===== src/rtl/pwm_pkg.sv =====
package pwm_pkg;

    localparam int PRESC_W    = 4;
    localparam int PKG_MAXEXP = 10;
    localparam logic [PRESC_W-1:0] CODE_EXT_A = 4'd11;
    localparam logic [PRESC_W-1:0] CODE_EXT_B = 4'd12;

    typedef struct packed {
        logic               trig_sel;
        logic               dis_inv;
        logic               upd_sel;
        logic               cevt_sel;
        logic               pol;
        logic               align;
        logic [PRESC_W-1:0] presc;
    } mode_t;

    localparam int MODE_W = $bits(mode_t);

    typedef enum logic [1:0] {
        ST_OFF  = 2'd0,
        ST_UP   = 2'd1,
        ST_DOWN = 2'd2
    } state_t;

endpackage


===== src/rtl/pwm_prescaler.sv =====
module pwm_prescaler
    import pwm_pkg::*;
#(
    parameter int MAXEXP = PKG_MAXEXP
) (
    input  logic               clk,
    input  logic               rst_n,
    input  logic               run,
    input  logic [PRESC_W-1:0] code,
    input  logic               ext_a,
    input  logic               ext_b,
    output logic               tick
);

    localparam int DW = MAXEXP;
    localparam logic [PRESC_W-1:0] CODE_MAX = PRESC_W'(MAXEXP);

    logic [DW-1:0] div_q;
    logic [DW-1:0] mask;

    // Low-order bits that must all be set for a divided tick.
    generate
        for (genvar i = 0; i < DW; i++) begin : g_mask
            assign mask[i] = (code > PRESC_W'(i));
        end
    endgenerate

    always_ff @(posedge clk or negedge rst_n) begin
        if (!rst_n) begin
            div_q <= '0;
        end else if (!run) begin
            div_q <= '0;
        end else begin
            div_q <= div_q + DW'(1);
        end
    end

    always_comb begin
        if (code <= CODE_MAX) begin
            tick = run && ((div_q & mask) == mask);
        end else if (code == CODE_EXT_A) begin
            tick = run && ext_a;
        end else if (code == CODE_EXT_B) begin
            tick = run && ext_b;
        end else begin
            tick = 1'b0;
        end
    end

endmodule


===== src/rtl/pwm_shadow.sv =====
module pwm_shadow #(
    parameter int CW = 16
) (
    input  logic          clk,
    input  logic          rst_n,
    input  logic          upd_wr,
    input  logic [CW-1:0] upd_per,
    input  logic [CW-1:0] upd_dty,
    input  logic          load,
    output logic [CW-1:0] act_per,
    output logic [CW-1:0] act_dty,
    output logic [CW-1:0] nxt_per
);

    logic [CW-1:0] sh_per_q, sh_dty_q;
    logic          pend_q;

    always_ff @(posedge clk or negedge rst_n) begin
        if (!rst_n) begin
            sh_per_q <= '0;
            sh_dty_q <= '0;
            pend_q   <= 1'b0;
            act_per  <= '0;
            act_dty  <= '0;
        end else begin
            if (upd_wr) begin
                sh_per_q <= upd_per;
                sh_dty_q <= upd_dty;
                pend_q   <= 1'b1;
            end else if (load) begin
                pend_q   <= 1'b0;
            end
            if (load && pend_q) begin
                act_per <= sh_per_q;
                act_dty <= sh_dty_q;
            end
        end
    end

    assign nxt_per = pend_q ? sh_per_q : act_per;

    // the active stage only moves on a load strobe
    p_load_only_r8: assert property (@(posedge clk) disable iff (!rst_n)
        !load |=> ($stable(act_per) && $stable(act_dty)));

endmodule


===== src/rtl/pwm_period_fsm.sv =====
module pwm_period_fsm
    import pwm_pkg::*;
#(
    parameter int CW = 16
) (
    input  logic          clk,
    input  logic          rst_n,
    input  logic          chan_en,
    input  logic          tick,
    input  logic          align,
    input  logic          upd_sel,
    input  logic [CW-1:0] act_per,
    input  logic [CW-1:0] nxt_per,
    output logic [CW-1:0] cnt,
    output logic          running,
    output logic          end_evt,
    output logic          half_evt,
    output logic          load
);

    state_t        st_q, st_d;
    logic [CW-1:0] cnt_q, cnt_d;
    logic          at_top, at_bot;

    assign at_top = (({1'b0, cnt_q} + (CW+1)'(1)) >= {1'b0, act_per});
    assign at_bot = (cnt_q <= CW'(1));

    always_ff @(posedge clk or negedge rst_n) begin
        if (!rst_n) begin
            st_q  <= ST_OFF;
            cnt_q <= '0;
        end else begin
            st_q  <= st_d;
            cnt_q <= cnt_d;
        end
    end

    // Next state and counter value.
    always_comb begin
        st_d     = st_q;
        cnt_d    = cnt_q;
        end_evt  = 1'b0;
        half_evt = 1'b0;
        unique case (st_q)
            ST_OFF: begin
                cnt_d = '0;
                if (chan_en) st_d = ST_UP;
            end
            ST_UP: begin
                if (!chan_en) begin
                    st_d  = ST_OFF;
                    cnt_d = '0;
                end else if (tick) begin
                    if (at_top) begin
                        if (align) begin
                            half_evt = 1'b1;
                            st_d     = ST_DOWN;
                            cnt_d    = upd_sel ? nxt_per : act_per;
                        end else begin
                            end_evt  = 1'b1;
                            cnt_d    = '0;
                        end
                    end else begin
                        cnt_d = cnt_q + CW'(1);
                    end
                end
            end
            ST_DOWN: begin
                if (!chan_en) begin
                    st_d  = ST_OFF;
                    cnt_d = '0;
                end else if (tick) begin
                    if (at_bot) begin
                        end_evt = 1'b1;
                        st_d    = ST_UP;
                        cnt_d   = '0;
                    end else begin
                        cnt_d = cnt_q - CW'(1);
                    end
                end
            end
            default: begin
                st_d  = ST_OFF;
                cnt_d = '0;
            end
        endcase
    end

    // Outputs of the state machine.
    always_comb begin
        running = (st_q != ST_OFF);
        load    = (st_q == ST_OFF) || end_evt || (half_evt && upd_sel);
        cnt     = cnt_q;
    end

    // a half-period event only exists in center mode
    p_half_center_r7: assert property (@(posedge clk) disable iff (!rst_n)
        half_evt |-> align);

    // boundary events coincide with a count tick
    p_evt_on_tick_r13: assert property (@(posedge clk) disable iff (!rst_n)
        (end_evt || half_evt) |-> tick);

endmodule


===== src/rtl/pwm_chan.sv =====
module pwm_chan
    import pwm_pkg::*;
#(
    parameter int CW     = 16,
    parameter int MAXEXP = PKG_MAXEXP
) (
    input  logic              clk,
    input  logic              rst_n,
    input  logic              ext_a,
    input  logic              ext_b,
    input  logic              chan_en,
    input  logic              mode_wr,
    input  logic [MODE_W-1:0] mode_wdata,
    input  logic              wp_a,
    input  logic              wp_b,
    input  logic              upd_wr,
    input  logic [CW-1:0]     upd_per,
    input  logic [CW-1:0]     upd_dty,
    output logic              wave_o,
    output logic              cevt_o,
    output logic              trig_o
);

    mode_t         mode_q;
    logic          tick, running, end_evt, half_evt, load;
    logic [CW-1:0] cnt, act_per, act_dty, nxt_per, th;
    logic          flip;

    always_ff @(posedge clk or negedge rst_n) begin
        if (!rst_n) begin
            mode_q <= '0;
        end else if (mode_wr && !wp_a && !wp_b) begin
            mode_q <= mode_t'(mode_wdata);
        end
    end

    pwm_prescaler #(.MAXEXP(MAXEXP)) presc_i (
        .clk   (clk),
        .rst_n (rst_n),
        .run   (chan_en),
        .code  (mode_q.presc),
        .ext_a (ext_a),
        .ext_b (ext_b),
        .tick  (tick)
    );

    pwm_period_fsm #(.CW(CW)) fsm_i (
        .clk      (clk),
        .rst_n    (rst_n),
        .chan_en  (chan_en),
        .tick     (tick),
        .align    (mode_q.align),
        .upd_sel  (mode_q.upd_sel),
        .act_per  (act_per),
        .nxt_per  (nxt_per),
        .cnt      (cnt),
        .running  (running),
        .end_evt  (end_evt),
        .half_evt (half_evt),
        .load     (load)
    );

    pwm_shadow #(.CW(CW)) shadow_i (
        .clk     (clk),
        .rst_n   (rst_n),
        .upd_wr  (upd_wr),
        .upd_per (upd_per),
        .upd_dty (upd_dty),
        .load    (load),
        .act_per (act_per),
        .act_dty (act_dty),
        .nxt_per (nxt_per)
    );

    // Opposite level from threshold P-D upward; duty 0 never flips.
    always_comb begin
        th     = (act_dty >= act_per) ? '0 : (act_per - act_dty);
        flip   = (act_dty != '0) && (cnt >= th);
        wave_o = running ? (mode_q.pol ^ flip) : (mode_q.pol ^ mode_q.dis_inv);
        cevt_o = end_evt || (half_evt && mode_q.cevt_sel);
        trig_o = mode_q.trig_sel ? cevt_o : wave_o;
    end

    // a protected write leaves the mode register untouched
    p_wp_hold_r3: assert property (@(posedge clk) disable iff (!rst_n)
        (mode_wr && (wp_a || wp_b)) |=> $stable(mode_q));

    // after a full cycle disabled, the off level is shown
    p_dis_level_r2: assert property (@(posedge clk) disable iff (!rst_n)
        (!chan_en && $past(!chan_en)) |-> (wave_o == (mode_q.pol ^ mode_q.dis_inv)));

    // stop codes never produce a counter event
    p_stop_codes_r11: assert property (@(posedge clk) disable iff (!rst_n)
        (mode_q.presc > CODE_EXT_B) |-> !cevt_o);

endmodule


===== config.mk =====
export PLATFORM = sky130hd
export DESIGN_NAME = pwm_chan
export DESIGN_NICKNAME = d
export VERILOG_FILES = /design/src/rtl/pwm_pkg.sv /design/src/rtl/pwm_prescaler.sv /design/src/rtl/pwm_shadow.sv /design/src/rtl/pwm_period_fsm.sv /design/src/rtl/pwm_chan.sv
export SDC_FILE = /design/constraint.sdc
export NUM_CORES = 1
export LEC_CHECK = 0
export ABC_AREA = 0
export CORE_MARGIN = 5
export CORE_UTILIZATION = 30
export CTS_BUF_LIST = sky130_fd_sc_hd__clkbuf_2
export DETAILED_ROUTE_END_ITERATION = 12
export REMOVE_ABC_BUFFERS = 1
export SETUP_SLACK_MARGIN = 0.1
export SLEW_MARGIN = 20
export SYNTH_ARGS = -nofsm -noshare
export SYNTH_HDL_FRONTEND = slang
export SYNTH_SLANG_ARGS = --single-unit

===== constraint.sdc =====
create_clock -name clk -period 7.68 [get_ports clk]
set_clock_uncertainty 0.15 [all_clocks]
set_input_delay 2.304 -clock clk [delete_from_list [all_inputs] [get_ports clk]]
set_output_delay 2.304 -clock clk [all_outputs]
set_load 0.01 [all_outputs]

# == Word level (Yosys, flattened, before mapping) ==
# Cells that the tools add are included.
# word_totals
word_cells,110
inputBits,51
out_inout_bits,3
ff_bits,103
# classes
n_reduce_logical,20
n_bitwise,3
muxes,41
addsub,5
eq_ne,11
magnitude_cmp,15
# ops
op,n
$mux 16,10
$ge 16x16->1,2
$pmux 16 s2,1
$mux 1,19
$add 16x1->17 const B,1
$ge 17x16->1,1
$add 16x1->16 const B,1
$gt 4x3->1 const B,4
$le 16x1->1 const B,1
$mux 2,8
$reduce_bool 16->1,1
$sub 16x1->16 const B,1
$sub 16x16->16,1
$ne 3x2->1 const B,4
$add 10x1->10 const B,1
$and 10x10->10,1
$eq 10x10->1,1
$mux 10,1
$logic_and 1x1->1,9
$eq 4x4->1 const B,2
$gt 4x1->1 const B,2
$gt 4x2->1 const B,2
$gt 4x4->1 const B,2
$pmux 2 s3,1
other kinds (13),18

# == Logic depth before layout (Yosys ltp) ==
# depth
word_depth,12
depth_mapped,19
ltp_nobuf,19

# == Modules after synthesis ==
# A second synthesis with hierarchy kept.
# unflattened
cells_unflattened,752
area_unflattened_um2,7487.2
# modules_own_cells
module,area_each_um2,seq_area_each_um2,instances,cells_per_inst
pwm_shadow,2770.2,1626.6,1,157
pwm_period_fsm,2432.3,450.4,1,318
pwm_chan,1697.9,250.2,1,215
pwm_prescaler,586.8,250.2,1,62

# == Worst setup path before layout ==
# No wires, ideal clock.
# synth_path
path_kind,register -> output
startpoint,reg shadow_i.act_per[0]
endpoint,out trig_o
required_ns,5.226
path_slack_ns,1.219
stages_incl_launch_ff,19
n_path_buf,0
t_arrival_ns,4.007
path_cell_list,dfrtp_1 inv_1 ha_1 inv_1 fa_1 a211oi_1 o21bai_1 a31o_2 a41oi_1 a211oi_1 o41a_1 o21ai_0 ha_1 a21o_1 a211o_1 a211oi_1 o21ai_0 o21a_1 o211ai_1
# synth_via
elab_chain_len,8
# synth_lines
item,line_no,source
start: declaration,pwm_shadow.sv:10,"output logic [CW-1:0] act_per,"
start signal: assignment,pwm_shadow.sv:34,act_per <= sh_per_q;
"parallel branches: the longest is 7 deep, another holds $sub 16x16->16",--,
$mux 1 (*),pwm_chan.sv:81,trig_o = mode_q.trig_sel ? cevt_o : wave_o;
end: declaration,pwm_chan.sv:21,output logic trig_o
# Mark *: on every way between the ends.

# == Worst setup path in the final report ==
# Ends and elaborated chain as after synthesis.

==> impl_metrics.env <==
export IMPL_status="completed"
export IMPL_drive_gt1_share_pct=20.5
export IMPL_cts_hold_buf=0
export IMPL_setup_viol=0
export IMPL_crit_family="compound AO/OA/AOI/OAI gates"
export IMPL_drtIter0Drc=330
export IMPL_grt_pass1_wl_um=29300
export IMPL_end_kind="output port"
export IMPL_critical_path_max_stage_delay_ns=0.48
export IMPL_drc=0
export IMPL_dp_hpwl_um=13500
export IMPL_async_reset_ff_share_pct=100
export IMPL_final_cells=1099
export IMPL_drtAntennaViolNets=0
export IMPL_finalMaxSlewViolations=0
export IMPL_grt_pass1_vias=5585
export IMPL_clockBufferDepth=2
export IMPL_cp_arrival_ns=4.82
export IMPL_synth_mux_area_share_pct=16.5
export IMPL_finalPower_w=0.00311
export IMPL_powerDensity_nw_per_um2=377
export IMPL_finalSetupTns_ns=0
export IMPL_overflow=0
export IMPL_htree_levels=3
export IMPL_r2r_slack_ns=2.39
export IMPL_core_um2=23600
export IMPL_vias=5580
export IMPL_syn_area_um2=7240
export IMPL_r2r_end="shadow_i.act_dty[5]"
export IMPL_synth_xor_area_share_pct=3.51
export IMPL_cp_endpoint="trig_o"
export IMPL_synth_top_family_by_area="multiplexers"
export IMPL_numCtsBuffers=9
export IMPL_cp_depth=21
export IMPL_path_clk_slew_ns=0.26
export IMPL_wire_per_inst_um=16.1
export IMPL_yosysWarnings=0
export IMPL_crit_required_ns=5.23
export IMPL_vias_per_cell=5.08
export IMPL_crit_type="reg2out"
export IMPL_leakagePower_nw=3.66
export IMPL_slew_headroom_pct=45.7
export IMPL_rsz0062_at_grt="no"
export IMPL_worstHoldPathType="reg2reg"
export IMPL_timing_critical_path_buf_inv=4
export IMPL_track_usage_pct=13.5
export IMPL_initial_core_util_pct=30.6
export IMPL_critPathLaunchType="register"
export IMPL_fp_dieW_um=165
export IMPL_firstDrtPassIters=6
export IMPL_worstRegToRegCells=14
export IMPL_fin_util_pct=35.0
export IMPL_num_rows=56
export IMPL_synth_seq_cells=103
export IMPL_wl_um=17700
export IMPL_crit_path_start="shadow_i.act_per[0]"
export IMPL_finalCriticalPeriod_ns=7.28
export IMPL_area_growth_pct=14.1
export IMPL_worst_slew_pin_slew_ns=0.814
export IMPL_antenna_found_initial=1
export IMPL_synth_cell_types=77
export IMPL_cp_common_cell="a211oi_2"
export IMPL_die_area_um2=27300
export IMPL_die_height_um=165
export IMPL_synth_compound_gate_area_share_pct=14.3
export IMPL_hold_viol_final=0
export IMPL_r2r_start="fsm_i.cnt[0]"
export IMPL_min_period_over_period_pct=94.8
export IMPL_cts_tree="built"
export IMPL_timing_fmax_mhz=137
export IMPL_cts_root_buf="clkbuf_2"
export IMPL_clock_sinks=103
export IMPL_synth_edff_count=0
export IMPL_num_io_pins=54
export IMPL_syn_inst=724
export IMPL_nets=882
export IMPL_io_buffers=53
export IMPL_avgSynthCellArea_um2=10.0
export IMPL_slowest_stage="o41a_1"
export IMPL_drv_cap=0
export IMPL_synth_flop_cell="dfrtp_1"
export IMPL_crit_fanout=8
export IMPL_synth_adder_area_share_pct=9.96
export IMPL_yosys_area_share_simple_pct=15.4
export IMPL_yosysSeqAreaShare_pct=35.6
export IMPL_gp_congestion=0.857
export IMPL_dp_cells=1074
export IMPL_worstPathCellList="inv_1 > ha_2 > inv_1 > fa_2 > a211oi_2 > o21bai_1 > a31o_2 > a41oi_2 > a211oi_2 > o41a_1 > buf_6 > nor2b_1 > ha_1 > nand2b_1 > a21oi_2 > nor2b_1 > o21ai_1 > a211oi_2 > o21a_1 > o211ai_1 > buf_2"
export IMPL_grt_max_degree=61
export IMPL_vdd_drop_max_uv=156
export IMPL_clkLatencyLatePin_ns=0.65
-- worst reg2reg max path, stage by stage (launching register included) --
cell and delay [ns]:
dfrtp_2 0.54, ha_1 0.21, nand3_1 0.18, or2_2 0.40, nor2_1 0.14, xor2_1 0.27
ha_1 0.21, nand4_1 0.16, nor4_1 0.39, o21ai_1 0.28, a311o_1 0.41, a211o_1 0.38
a31oi_4 0.69, buf_4 0.46, mux2_4 0.35
-- registers in the layout, summed over array words and instances, names as in the netlist --
signal	flops
fsm_i.st_q	2
shadow_i.act_per	16
shadow_i.act_dty	16
shadow_i.pend_q	1
fsm_i.cnt	16
mode_q	10
shadow_i.sh_dty_q	16
presc_i.div_q	10
shadow_i.sh_per_q	16
-- per-layer routing --
layer	part of all wire, %	up-vias	track usage [%]
met5	0	-	0
met4	2.2	0	4.42
met3	3.7	33	2.71
met2	48	116	22.4
met1	46	2691	17.5
li1	-	2740	-
-- Yosys cell counts, types with 4 or more instances --
cell | number | share of area [%]
dfrtp_1 | 103 | 36
mux2_2 | 60 | 9.3
nand2_1 | 59 | 3.1
ha_1 | 56 | 9.7
inv_1 | 44 | 2.3
o21ai_0 | 41 | 2.8
nor2_1 | 36 | 1.9
a21oi_1 | 33 | 2.3
mux2_4 | 30 | 6.2
nand3_1 | 22 | 1.5
clkbuf_1 | 21 | 1.1
nand4_1 | 19 | 1.6
xnor2_1 | 18 | 2.2
a21o_1 | 11 | 1.1
xor2_1 | 11 | 1.3
nor4_1 | 10 | 0.86
nor2b_1 | 9 | 0.78
a211oi_1 | 7 | 0.73
and2_1 | 7 | 0.61
mux2i_1 | 7 | 0.97
nand2b_1 | 7 | 0.61
nor3_1 | 7 | 0.48
or2_2 | 6 | 0.52
or3_1 | 6 | 0.52
a21boi_0 | 5 | 0.52
o211ai_1 | 5 | 0.52
o31ai_1 | 5 | 0.52
a211o_1 | 4 | 0.48
a22oi_1 | 4 | 0.41
a31oi_1 | 4 | 0.35
-- final cells by class --
cell class	count	area (um^2)
diodes	1	2.50
clock buffers	10	50.0
clock inverters	6	45.0
fillers	2448	15400
inverters	44	165
multi-input cells	547	4370
flip-flops and latches	103	2580
well taps	319	399
repair buffers	69	642
-- cell usage in the layout (no fill, tap or decap), types with 9 or more instances in the layout --
cell type / count
xnor2_1: 18
nor2_1: 36
nor2b_1: 9
o21ai_0: 37
inv_1: 44
xor2_1: 11
buf_4: 16
nor4_1: 10
ha_1: 55
clkdlybuf4s50_1: 50
a21oi_1: 32
a21o_1: 11
nand2_1: 59
dfrtp_1: 100
clkbuf_2: 10
nand3_1: 22
nand4_1: 19
mux2_2: 60
mux2_4: 30
-- report_power, final --
part | switching (W) | total, W | internal, W
clock | 0.000198 | 0.000244 | 0.0000463
combinational | 0.00106 | 0.00202 | 0.000959
sequential | 0.000177 | 0.000854 | 0.000677
total | 0.00143 | 0.00311 | 0.00168
-- how the worst min path moves through the flow --
stage	start	to	slack, ns	cells after the start
detailed placement	shadow_i.sh_dty_q[13]	shadow_i.act_dty[13]	0.34	1
global placement	shadow_i.sh_dty_q[5]	shadow_i.act_dty[5]	0.34	1
finish	shadow_i.sh_dty_q[6]	shadow_i.act_dty[6]	0.39	1
CTS	shadow_i.sh_dty_q[13]	shadow_i.act_dty[13]	0.40	1
floorplan	shadow_i.sh_dty_q[0]	shadow_i.act_dty[0]	0.33	1
global route	shadow_i.sh_dty_q[13]	shadow_i.act_dty[13]	0.41	1
-- cells by family (layout without fill, tap and decap cells) --
family,Yosys count,in the layout
simple gates,211,211
compound gates,153,153
flops,103,103
mux,97,97
buf+inv,74,129
fa+ha+maj,57,57
xor+xnor,29,29
other cells,0,1
-- stage by stage --
step / hold slack, ns / setup slack (ns) / area, um^2
global route: 0.414 / 0.115 / 8260
detailed placement: 0.342 / 0.314 / 8050
CTS: 0.398 / 0.0808 / 8170
floorplan: 0.327 / 1.09 / 7060
global placement: 0.337 / 0.466 / 8050
finish: 0.391 / 0.401 / 8260
-- what timing repair did --
item                       in CTS  in global routing
buffers inserted                2                  6
setup endpoints to repair       2                  3
gates resized for setup         5                 22
pin swaps                       2                 15
Note: power is estimated with default switching activity, not from simulation.
